<file path="src/rtl/sram_ctl_pkg.sv">
package sram_ctl_pkg;

    localparam int ADDR_W = 15;
    localparam int DATA_W = 8;

    typedef enum logic [2:0] {
        PH_IDLE,
        PH_RD,
        PH_WSET,
        PH_WPULSE,
        PH_WTAIL,
        PH_TURN
    } phase_e;

    typedef struct packed {
        logic cs_n;
        logic we_n;
        logic oe_n;
        logic dq_oe;
    } pins_t;

    typedef struct packed {
        logic [ADDR_W-1:0] addr;
        logic [DATA_W-1:0] data;
    } req_t;

    localparam pins_t PINS_IDLE = '{cs_n: 1'b1, we_n: 1'b1, oe_n: 1'b1, dq_oe: 1'b0};

    function automatic int cdiv(input int num, input int den);
        return (num + den - 1) / den;
    endfunction

    function automatic int imax(input int a, input int b);
        return (a > b) ? a : b;
    endfunction

    // Strobe pattern seen on the memory pins during each phase
    function automatic pins_t pins_for(input phase_e ph);
        pins_t p;
        p = PINS_IDLE;
        case (ph)
            PH_RD:     begin p.cs_n = 1'b0; p.oe_n = 1'b0; end
            PH_WSET:   begin p.cs_n = 1'b0; end
            PH_WPULSE: begin p.cs_n = 1'b0; p.we_n = 1'b0; p.dq_oe = 1'b1; end
            default:   p = PINS_IDLE;
        endcase
        return p;
    endfunction

endpackage

</file>
<file path="src/rtl/sram_seq.sv">
module sram_seq
    import sram_ctl_pkg::*;
#(
    parameter int RD_CYC   = 7,
    parameter int WP_CYC   = 5,
    parameter int WT_CYC   = 1,
    parameter int TURN_CYC = 3,
    parameter int CNT_W    = 4
) (
    input  logic   clk,
    input  logic   rst,
    input  logic   start,
    input  logic   start_wr,
    output phase_e phase_q,
    output pins_t  pins_q,
    output logic   capture
);

    logic [CNT_W-1:0] cnt_q;
    phase_e           phase_d;
    logic             last;

    function automatic logic [CNT_W-1:0] load_for(input phase_e ph);
        int n;
        case (ph)
            PH_RD:     n = RD_CYC;
            PH_WPULSE: n = WP_CYC;
            PH_WTAIL:  n = WT_CYC;
            PH_TURN:   n = TURN_CYC;
            default:   n = 1;
        endcase
        return CNT_W'(n - 1);
    endfunction

    assign last    = (cnt_q == '0);
    assign capture = (phase_q == PH_RD) && last;

    always_comb begin
        phase_d = phase_q;
        case (phase_q)
            PH_IDLE:   if (start) phase_d = start_wr ? PH_WSET : PH_RD;
            PH_RD:     if (last) phase_d = PH_TURN;
            PH_WSET:   phase_d = PH_WPULSE;
            PH_WPULSE: if (last) phase_d = PH_WTAIL;
            PH_WTAIL:  if (last) phase_d = PH_IDLE;
            PH_TURN:   if (last) phase_d = PH_IDLE;
            default:   phase_d = PH_IDLE;
        endcase
    end

    always_ff @(posedge clk) begin
        if (rst) begin
            phase_q <= PH_IDLE;
            cnt_q   <= '0;
            pins_q  <= PINS_IDLE;
        end else begin
            phase_q <= phase_d;
            pins_q  <= pins_for(phase_d);
            if (phase_d != phase_q)
                cnt_q <= load_for(phase_d);
            else if (!last)
                cnt_q <= cnt_q - 1'b1;
        end
    end

endmodule

</file>
<file path="src/rtl/sram_dpath.sv">
module sram_dpath
    import sram_ctl_pkg::*;
(
    input  logic              clk,
    input  logic              rst,
    input  logic              accept,
    input  logic [ADDR_W-1:0] in_addr,
    input  logic [DATA_W-1:0] in_data,
    input  logic              capture,
    input  logic [DATA_W-1:0] dq_in,
    output req_t              req_q,
    output logic [DATA_W-1:0] rd_data,
    output logic              rd_valid
);

    always_ff @(posedge clk) begin
        if (rst) begin
            req_q    <= '0;
            rd_data  <= '0;
            rd_valid <= 1'b0;
        end else begin
            if (accept) begin
                req_q.addr <= in_addr;
                req_q.data <= in_data;
            end
            if (capture) rd_data <= dq_in;
            rd_valid <= capture;
        end
    end

endmodule

</file>
<file path="src/rtl/sram_async_ctl.sv">
module sram_async_ctl
    import sram_ctl_pkg::*;
#(
    parameter int CLK_NS       = 10,
    parameter int T_AA_NS      = 70,
    parameter int T_ACS_NS     = 70,
    parameter int T_OE_NS      = 40,
    parameter int T_OHZ_NS     = 25,
    parameter int T_WP_NS      = 50,
    parameter int T_AW_NS      = 60,
    parameter int T_DW_NS      = 30,
    parameter int T_WC_NS      = 70,
    parameter int TURN_MIN_CYC = 3
) (
    input  logic              clk,
    input  logic              rst,
    input  logic              req_valid,
    output logic              req_ready,
    input  logic              req_write,
    input  logic [ADDR_W-1:0] req_addr,
    input  logic [DATA_W-1:0] req_wdata,
    output logic [DATA_W-1:0] rd_data,
    output logic              rd_valid,
    output logic [ADDR_W-1:0] mem_addr,
    output logic              mem_cs_n,
    output logic              mem_we_n,
    output logic              mem_oe_n,
    output logic [DATA_W-1:0] mem_dq_out,
    output logic              mem_dq_oe,
    input  logic [DATA_W-1:0] mem_dq_in
);

    localparam int RD_CYC   = imax(cdiv(T_AA_NS, CLK_NS),
                                   imax(cdiv(T_ACS_NS, CLK_NS), cdiv(T_OE_NS, CLK_NS)));
    localparam int WP_CYC   = imax(cdiv(T_WP_NS, CLK_NS),
                                   imax(cdiv(T_AW_NS, CLK_NS) - 1, cdiv(T_DW_NS, CLK_NS)));
    localparam int WT_CYC   = imax(1, cdiv(T_WC_NS, CLK_NS) - 1 - WP_CYC);
    localparam int TURN_CYC = imax(TURN_MIN_CYC, cdiv(T_OHZ_NS, CLK_NS));
    localparam int MAX_CYC  = imax(imax(RD_CYC, WP_CYC), imax(WT_CYC, TURN_CYC));
    localparam int CNT_W    = $clog2(MAX_CYC + 1);

    phase_e phase;
    pins_t  pins;
    logic   capture;
    logic   accept;
    req_t   req_q;

    assign req_ready = (phase == PH_IDLE);
    assign accept    = req_valid && req_ready;

    sram_seq #(
        .RD_CYC   (RD_CYC),
        .WP_CYC   (WP_CYC),
        .WT_CYC   (WT_CYC),
        .TURN_CYC (TURN_CYC),
        .CNT_W    (CNT_W)
    ) seq_i (
        .clk      (clk),
        .rst      (rst),
        .start    (accept),
        .start_wr (req_write),
        .phase_q  (phase),
        .pins_q   (pins),
        .capture  (capture)
    );

    sram_dpath dpath_i (
        .clk      (clk),
        .rst      (rst),
        .accept   (accept),
        .in_addr  (req_addr),
        .in_data  (req_wdata),
        .capture  (capture),
        .dq_in    (mem_dq_in),
        .req_q    (req_q),
        .rd_data  (rd_data),
        .rd_valid (rd_valid)
    );

    assign mem_addr   = req_q.addr;
    assign mem_dq_out = req_q.data;
    assign mem_cs_n   = pins.cs_n;
    assign mem_we_n   = pins.we_n;
    assign mem_oe_n   = pins.oe_n;
    assign mem_dq_oe  = pins.dq_oe;

endmodule

</file>
<file path="config.mk">
export PLATFORM = sky130hd
export DESIGN_NAME = sram_async_ctl
export DESIGN_NICKNAME = d
export VERILOG_FILES = /design/src/rtl/sram_ctl_pkg.sv /design/src/rtl/sram_seq.sv /design/src/rtl/sram_dpath.sv /design/src/rtl/sram_async_ctl.sv
export SDC_FILE = /design/constraint.sdc
export NUM_CORES = 1
export LEC_CHECK = 0
export ABC_CLOCK_PERIOD_IN_PS = 5400
export BUFFER_PORTS_ARGS = -buffer_cell sky130_fd_sc_hd__buf_2
export CORE_ASPECT_RATIO = 1.1
export CORE_MARGIN = 10
export CORE_UTILIZATION = 35
export CTS_CLUSTER_DIAMETER = 150
export DETAILED_ROUTE_END_ITERATION = 10
export SYNTH_ARGS = -nofsm -noshare
export SYNTH_HDL_FRONTEND = slang
export SYNTH_SLANG_ARGS = --single-unit
</file>
<file path="constraint.sdc">
create_clock -name clk -period 5.4 [get_ports clk]
set_clock_uncertainty 0.15 [all_clocks]
set_input_delay 0.54 -clock clk [delete_from_list [all_inputs] [get_ports clk]]
set_output_delay 0.54 -clock clk [all_outputs]
set_load 0.01 [all_outputs]
</file>
# Yosys cells after proc, flatten, opt, wreduce, memory -nomap -nowiden
# Cells that the tools add are included.
[word_totals] register_bits=42 input_bits=35 elab_cells=44
[classes] add_sub_neg=2 n_eq_ne=11 n_mux=15 reduce_logical=6
[op_table] operator="two-way mux 3 bit" n=8
[op_table] operator="one-hot mux 3 bit (5 select lines)" n=1
[op_table] operator="== test 3 x 2 -> 1 bit, second input constant" n=4
[op_table] operator="== test 3 bit, second input constant" n=3
[op_table] operator="one-hot mux 3 bit (3 select lines)" n=1
[op_table] operator="== test 3 x 1 -> 1 bit, second input constant" n=2
[op_table] operator="zero test 3 bit" n=2
[op_table] operator="two-way mux 1 bit" n=4
[op_table] operator="!= test 3 bit" n=1
[op_table] operator="OR reduction 3 bit" n=1
[op_table] operator="subtractor 3 x 1 -> 3 bit, second input constant" n=1
[op_table] operator="subtractor 3 x 2 -> 3 bit, second input constant" n=1
[op_table] operator="logical AND 1 bit" n=2
[op_table] operator="two-way mux 2 bit" n=1
[op_table] operator="!= test 2 bit, second input constant" n=1
[op_table] operator="OR reduction 2 bit" n=1

# Longest topological paths before layout
# Gate-level depths: netlist (run 1).
[depth] ltp_word=10 depth_mapped=8

# Hierarchy
# A second synthesis (run 1) with hierarchy kept.
[hier_totals] cells_unflattened=168 hier_area_um2=1706.6
[by_module_without_submodules] mod="sram_dpath" n_inst=1 cells_per_inst=102 area_per_inst_um2=1144.8 seq_area_each_um2=640.6
[by_module_without_submodules] mod="sram_seq" n_inst=1 cells_per_inst=64 area_per_inst_um2=541.8 seq_area_each_um2=200.2
[by_module_without_submodules] mod="sram_async_ctl" n_inst=1 cells_per_inst=2 area_per_inst_um2=20.0 seq_area_each_um2=0.0

# Least setup slack after synthesis (run 1)
# No wires, ideal clock.
[synth_timing] path_kind="register -> register" from="reg seq_i.cnt_q[0]" to="reg seq_i.cnt_q[1]" setup_ns=0.063 t_arrival_ns=1.535 required_time_ns=5.187 slack_ns=3.652 path_stages_with_launch=9 n_path_buf=1 period_less_slack_ns=1.748 path_cell_list="dfxtp_1 > inv_1 > ha_1 > ha_1 > buf_2 > nor3b_1 > a21oi_2 > mux2_4 > nor2_2"
[synth_between] elab_chain_len=9
[synth_rtl] element="start, declared" line="sram_seq.sv:19" text="logic [CNT_W-1:0] cnt_q;"
[synth_rtl] element="start signal, assigned" line="sram_seq.sv:60" text="cnt_q <= load_for(phase_d);"
[synth_rtl] element="start signal, assigned" line="sram_seq.sv:62" text="cnt_q <= cnt_q - 1'b1;"
[synth_rtl] element="zero test 3 bit" line="sram_seq.sv:35" text="assign last = (cnt_q == '0);"
[synth_rtl] element="two-way mux 3 bit, on equally long branches"
[synth_rtl] element="one-hot mux 3 bit (5 select lines)" line="sram_seq.sv:40" text="case (phase_q)"
[synth_rtl] element="== test 3 bit (tied with other cells)" line="sram_seq.sv:25" text="case (ph)"
[synth_rtl] element="one-hot mux 3 bit (3 select lines)" line="sram_seq.sv:25"
[synth_rtl] element="two-way mux 3 bit" line="sram_seq.sv:59" text="if (phase_d != phase_q)"
[synth_rtl] element="two-way mux 3 bit" line="sram_seq.sv:52" text="if (rst) begin"
[synth_rtl] element="subtractor 3 x 2 -> 3 bit" line="sram_seq.sv:32" text="return CNT_W'(n - 1);"
[synth_rtl] element="two-way mux 3 bit" line="sram_seq.sv:59"
# Several ways; a longest one is shown, not always the timed one. The select of a mux whose other input is x is not followed.
# A chain may end at the register's enable or synchronous reset.

# Worst setup path after layout (run 1)
[layout_timing] from="reg seq_i.cnt_q[0]" to="reg seq_i.pins_q[2] in the netlist's numbering"
[layout_between] elab_chain_len=5
[layout_rtl] element="zero test 3 bit (*)" line="sram_seq.sv:35"
[layout_rtl] element="two-way mux 3 bit, on equally long branches"
[layout_rtl] element="one-hot mux 3 bit (5 select lines) (*)" line="sram_seq.sv:40"
[layout_rtl] element="== test 3 x 2 -> 1 bit (*)" line="sram_ctl_pkg.sv:41" text="case (ph)"
[layout_rtl] element="two-way mux 1 bit (*)" line="sram_ctl_pkg.sv:41"
[layout_rtl] element="end signal, assigned" line="sram_seq.sv:58" text="pins_q <= pins_for(phase_d);"
[layout_rtl] element="end, declared" line="sram_seq.sv:15" text="output pins_t pins_q,"
# Mark *: on every way between the ends. The rest lies on a longest branch, timed or not.

==> results of run 1 <==
==> stage by stage <==
stage                     instance area [sq um]  util (%)
after floorplan                            1650         -
after global placement                     2010      43.5
after detailed placement                   2010      43.5
after CTS                                  2120      45.8
after global routing                       2120      45.8
final                                      2120      45.8
==> flip-flops by register name, indices dropped and copies added, names as in the netlist <==
name	count
dpath_i.rd_data	8
seq_i.phase_q	3
seq_i.cnt_q	3
seq_i.pins_q	4
dpath_i.req_q	23
dpath_i.rd_valid	1
==> metal layers <==
layer | global-route usage [%] | share of wire, % | up-vias
li1 | - | - | 785
met1 | 11.9 | 43 | 656
met2 | 18.4 | 48 | 39
met3 | 4.96 | 8.5 | 2
met4 | 2.88 | 0.53 | 0
met5 | 0 | 0 | -
==> layout make-up <==
type | count | share of cell area, %
clock buffers | 7 | 3.61
clock inverters | 1 | 1.42
inverters | 5 | 0.887
multi-input cells | 140 | 33.9
flip-flops and latches | 42 | 39.7
well taps | 56 | 3.31
repair buffers | 72 | 17.1
==> cell families (layout without fill, tap and decap cells) <==
logic type / Yosys count / count (layout) / share of synthesized area [%]
compound gates: 46 / 46 / 15.2
xor+xnor: 1 / 1 / 0.531
fa+ha+maj: 2 / 2 / 1.52
buf+inv: 17 / 85 / 5.54
flops: 42 / 42 / 51.0
mux: 1 / 1 / 0.910
simple gates: 90 / 90 / 25.3
==> worst max-delay path, stage by stage (launching register included) <==
cell and delay, ns:
dfxtp_1 0.35, inv_1 0.05, ha_1 0.19, ha_1 0.31, and2_1 0.24, o21ai_0 0.15
o211a_1 0.25, nand3_1 0.09
==> power by group <==
group | internal [mW] | switching [mW] | leakage, nW | total, mW
clock | 0.138 | 0.0956 | 0.0524 | 0.234
combinational | 0.143 | 0.199 | 0.575 | 0.342
sequential | 0.369 | 0.0388 | 0.344 | 0.408
==> placed cells by master, fill, tap and decap left out, drive strengths merged, types with 2 or more instances in the layout <==
master,synthesis,layout
buf,8,72
nand2,67,67
dfxtp,42,42
a21oi,38,38
clkbuf,4,7
inv,5,5
o21ai,4,4
nor2,4,4
nor3,4,4
nor3b,3,3
nor2b,3,3
nand3b,2,2
nand3,2,2
ha,2,2
==> worst paths after layout <==
kind / cells after the start / start / slack [ns] / to
worst max-delay path: 7 / seq_i.cnt_q[0] / 3.50 / seq_i.pins_q[2]
worst min-delay path: 2 / dpath_i.req_q[17] / 0.30 / dpath_i.req_q[17]
worst max register to register: 7 / seq_i.cnt_q[0] / 3.50 / seq_i.pins_q[2]
worst min register to register: 2 / dpath_i.req_q[17] / 0.30 / dpath_i.req_q[17]
==> cells in the mapped netlist <==
library cell  instances
nand2_1              67
dfxtp_1              42
a21oi_1              37
inv_1                 5
buf_2                 4
clkbuf_1              4
o21ai_0               4
nor2_1                3
nor2b_1               3
nor3b_1               3
buf_4                 2
buf_6                 2
ha_1                  2
nand3_1               2
nand3b_1              2
nor3_1                2
nor3_2                2
a21o_1                1
a21oi_2               1
and2_1                1
and3_1                1
and4b_1               1
mux2_4                1
nand2b_1              1
nor2_2                1
nor4b_4               1
o211a_1               1
o211ai_1              1
o21bai_2              1
xor2_1                1
==> metrics, run 1 <==
status finished clean; Fillers 480; DP Worst Slack 3.48 ns; area leader, netlist dfxtp_1; Mean Syn Cell Area 8.29 sq um; Setup Buffers After CTS 0; WS Path Type flop to flop; CP endpoint kind flop; Yosys warning total 0; overall power 0.983 mW; die height 92.0 um; # resized after CTS 0; Max Fclk 525 MHz; final worst slack 3.50 ns; WHS 0.301 ns; mean routed wirelength per cell 12.9 um; largest net degree at the start of global routing 40; worst vdd ir 0.210 mV; Cells after Synth 199; Worst-path clk slew 0.07 ns; CP required 5.40 ns; CTS Sinks 42; Area contributors post-synth dfxtp_1 51%, nand2_1 15%, a21oi_1 11%; Inserted Clock Buffers 5; PortBufs 71; Area Overhead vs Synth 28.3%; Multi-input gate area 717 sq um; HP Class flop to flop; Netlist cell types 30; crit path max fanout 12; Slew Viols, Final 0; gr usage total 10.9%; drt pass-1 iters 4; Mapped Nets 236; CP Launch Type flop; number of synthesized register bits 42; root buf cell clkbuf_8; DR iter-0 viols 60; Min Clock Period, post-route 1.90 ns; Hold Vio Cnt, Final 0; Power per Cell Area 465 nW/um^2; post-synthesis sequential area ratio 51.0%; CP arrival 1.91 ns; Leak 0.971 nW; CTS Hold Bufs 0; setup TNS 0 ns; total grt overflow 0; TritonCTS clock tree done; Final GP Congestion 0.745; global-route wire length before repair 7170 um; htree depth 2; Max Cap Violations 0; Yosys top cell area share 51.0%; Total Wirelength 4180 um; final setup violation count 0; Routed Antenna Nets 0; DP Cell Count 315; maximum buffer depth of the clock tree 2; Final Non-Filler Cells 323; row cnt 26; die area 7860 sq um; Remaining DRCs 0; dpl hpwl 3130 um; Initial Utilization 35.7%; register area 841 sq um; number of nets in the layout 303; Rel. slew slack 47.8%; Synth Cell Area 1650 sq um; ratio of cells with drive above 1 in the final layout 31.8%; Ports 72; initial antenna violation count 0; actual slew at the worst max-slew pin 0.782 ns; die width 85.4 um; core footprint 4620 sq um; Final Cycle Share 35.3%; DR vias 1482; number of global-route vias before repair 1509; Via density 4.59; n_diodes 0; Clock Latency Late Sink 0.28 ns; RSZ-0062 raised after global routing false
Note: power is estimated with default switching activity, not from simulation.
==> inputs of run 2 (changes only) <==
- ABC_CLOCK_PERIOD_IN_PS: 5400 -> 2000
- clock period: 5.4 -> 2 ns (I/O delays scaled with it)
==> run 2 against run 1 <==
Net effect:
- setup slack lost 3.3 ns
- non-clock buffer count grew 31
- final cell count grew 9.6%
- global-route usage grew 0.23 points
- sequential share of layout area shrank 4.8 points
- final area grew 14%
- critical endpoint is now dpath_i.rd_data[4]
==> metrics, run 2 (synthesized netlist as in run 1, its figures left out) <==
WS Path Type flop to flop; DR vias 1610; Via density 4.55; slowest cell delay on critical path 0.32 ns; gr usage total 11.1%; ratio of cells with drive above 1 in the final layout 30.9%; Power per Cell Area 1100 nW/um^2; DR iter-0 viols 56; CP Launch Type flop; core footprint 4620 sq um; Leak 1.10 nW; share of power burned in registers 41.5%; global-route wire length before repair 7250 um; DR top layer met4; commonest non-fill, non-tap cells in the layout 71 x buf_2, 67 x nand2_1, 42 x dfxtp_1, 37 x a21oi_1, 27 x dlygate4sd3_1; Total Wirelength 4450 um; Inserted Clock Buffers 5; Setup Buffers After CTS 0; Remaining DRCs 0; overall power 2.66 mW; root buf cell clkbuf_8; Max Cap Violations 0; CP arrival 1.80 ns; Comb pwr share 37.8%; TritonCTS clock tree done; CP endpoint kind flop; Worst-path clk slew 0.08 ns; P_int 1.73 mW; commonest non-fill, non-tap cell in the layout buf_2; Max Fclk 559 MHz; final worst slack 0.211 ns; die area 7860 sq um; Worst path slowest cell dfxtp_1; drt pass-1 iters 4; Area Overhead vs Synth 46.0%; number of global-route vias before repair 1574; maximum buffer depth of the clock tree 2; actual slew at the worst max-slew pin 0.475 ns; crit path cell chain inv_1, ha_1, ha_2, and2_1, nand3_1, nand2_1, a21oi_1; largest net degree at the start of global routing 39; dpl hpwl 3110 um; Slew Viols, Final 0; CTS Sinks 42; largest registers dpath_i.req_q x23, dpath_i.rd_data x8, seq_i.pins_q x4; die height 92.0 um; row cnt 26; DP Worst Slack 0.0871 ns; mean routed wirelength per cell 12.6 um; Ports 72; die width 85.4 um; most flop-heavy register dpath_i.req_q; met1 wire length 1880 um; Largest register FFs 23; Clock Latency Late Sink 0.29 ns; RSZ-0062 raised after global routing false; total grt overflow 0; htree depth 2; Final Cycle Share 89.5%; Routed Antenna Nets 0; n_diodes 0; HP Class input pin to flop; Fillers 457; worst vdd ir 0.558 mV; Min Clock Period, post-route 1.79 ns; crit path max fanout 12; Rel. slew slack 68.3%; Sw Share 35.0%; initial antenna violation count 0; met2 WL post-DR 2190 um; setup TNS 0 ns; Hold Vio Cnt, Final 0; part of the power in the clock network 20.7%; final setup violation count 0; Initial Utilization 35.7%; met3 wire len 341 um; PortBufs 71; number of nets in the layout 334; CP required 2.01 ns; P_sw 0.930 mW; Final GP Congestion 0.773; status finished clean
run 2: cell types whose count changed in the layout (fill, tap and decap cells not counted), sizes merged:
| cell | previous run | this run |
|---|---|---|
| dlygate4sd3 | 0 | 27 |
| clkinv | 0 | 1 |
| buf | 72 | 76 |
| clkinvlp | 0 | 1 |
| clkbuf | 7 | 6 |
| bufinv | 1 | 0 |
run 2: through the flow:
step                      instances  util (%)  hold WS (ns)  instance area, sq um
final                           354      52.1       0.00424                  2410
after global routing            354      52.1       0.00258                  2410
after CTS                       354      52.1      0.000463                  2400
after detailed placement        319      44.1         0.294                  2040
after global placement          319      44.1         0.291                  2040
after floorplan                 199         -         0.183                  1650
run 2: critical path, delay by kind of cell, from the launching register on:
kind	cells	cell delay (ns)
adders and majority gates	2	0.43
AOI/OAI and AO/OA	1	0.07
and+or+nand+nor	3	0.62
buffers and inverters	1	0.06
DFF	1	0.32
run 2: path summary, 6_finish.rpt:
kind,start,to,slack [ns],depth (start not counted)
setup / recovery,seq_i.cnt_q[0],dpath_i.rd_data[4],0.21,7
hold / removal,mem_dq_in[0],dpath_i.rd_data[0],0.004,3
setup reg to reg,seq_i.cnt_q[0],dpath_i.rd_data[4],0.21,7
hold reg to reg,dpath_i.req_q[2],dpath_i.req_q[2],0.30,2
run 2: layout make-up:
| class | count | area [sq um] | area share [%] |
|---|---|---|---|
| clock buffers | 6 | 82.6 | 3.43 |
| clock inverters | 2 | 12.5 | 0.520 |
| inverters | 5 | 18.8 | 0.780 |
| multi-input cells | 140 | 719 | 29.9 |
| flip-flops and latches | 42 | 841 | 34.9 |
| well taps | 56 | 70.1 | 2.91 |
| repair buffers | 103 | 663 | 27.5 |
run 2: power by group through the flow:
stage,clock [mW],combinational (mW),sequential (mW)
global placement,0,0.954,1.12
CTS,0.576,1.01,1.10
global route,0.609,1.15,1.12
detailed placement,0,0.966,1.12
finish,0.551,1.00,1.10
floorplan,0,0.659,1.14
run 2: routing by layer:
layer / track usage [%] / vias to the layer above
li1: - / 846
met1: 11.8 / 714
met2: 19.3 / 46
met3: 4.69 / 4
met4: 3.30 / 0
met5: 0 / -
run 2: repair_timing:
action	CTS	global route
endpoints found under the setup margin	0	14
gates resized for setup	0	1
hold buffers	27	0
endpoints found under the hold margin	27	0
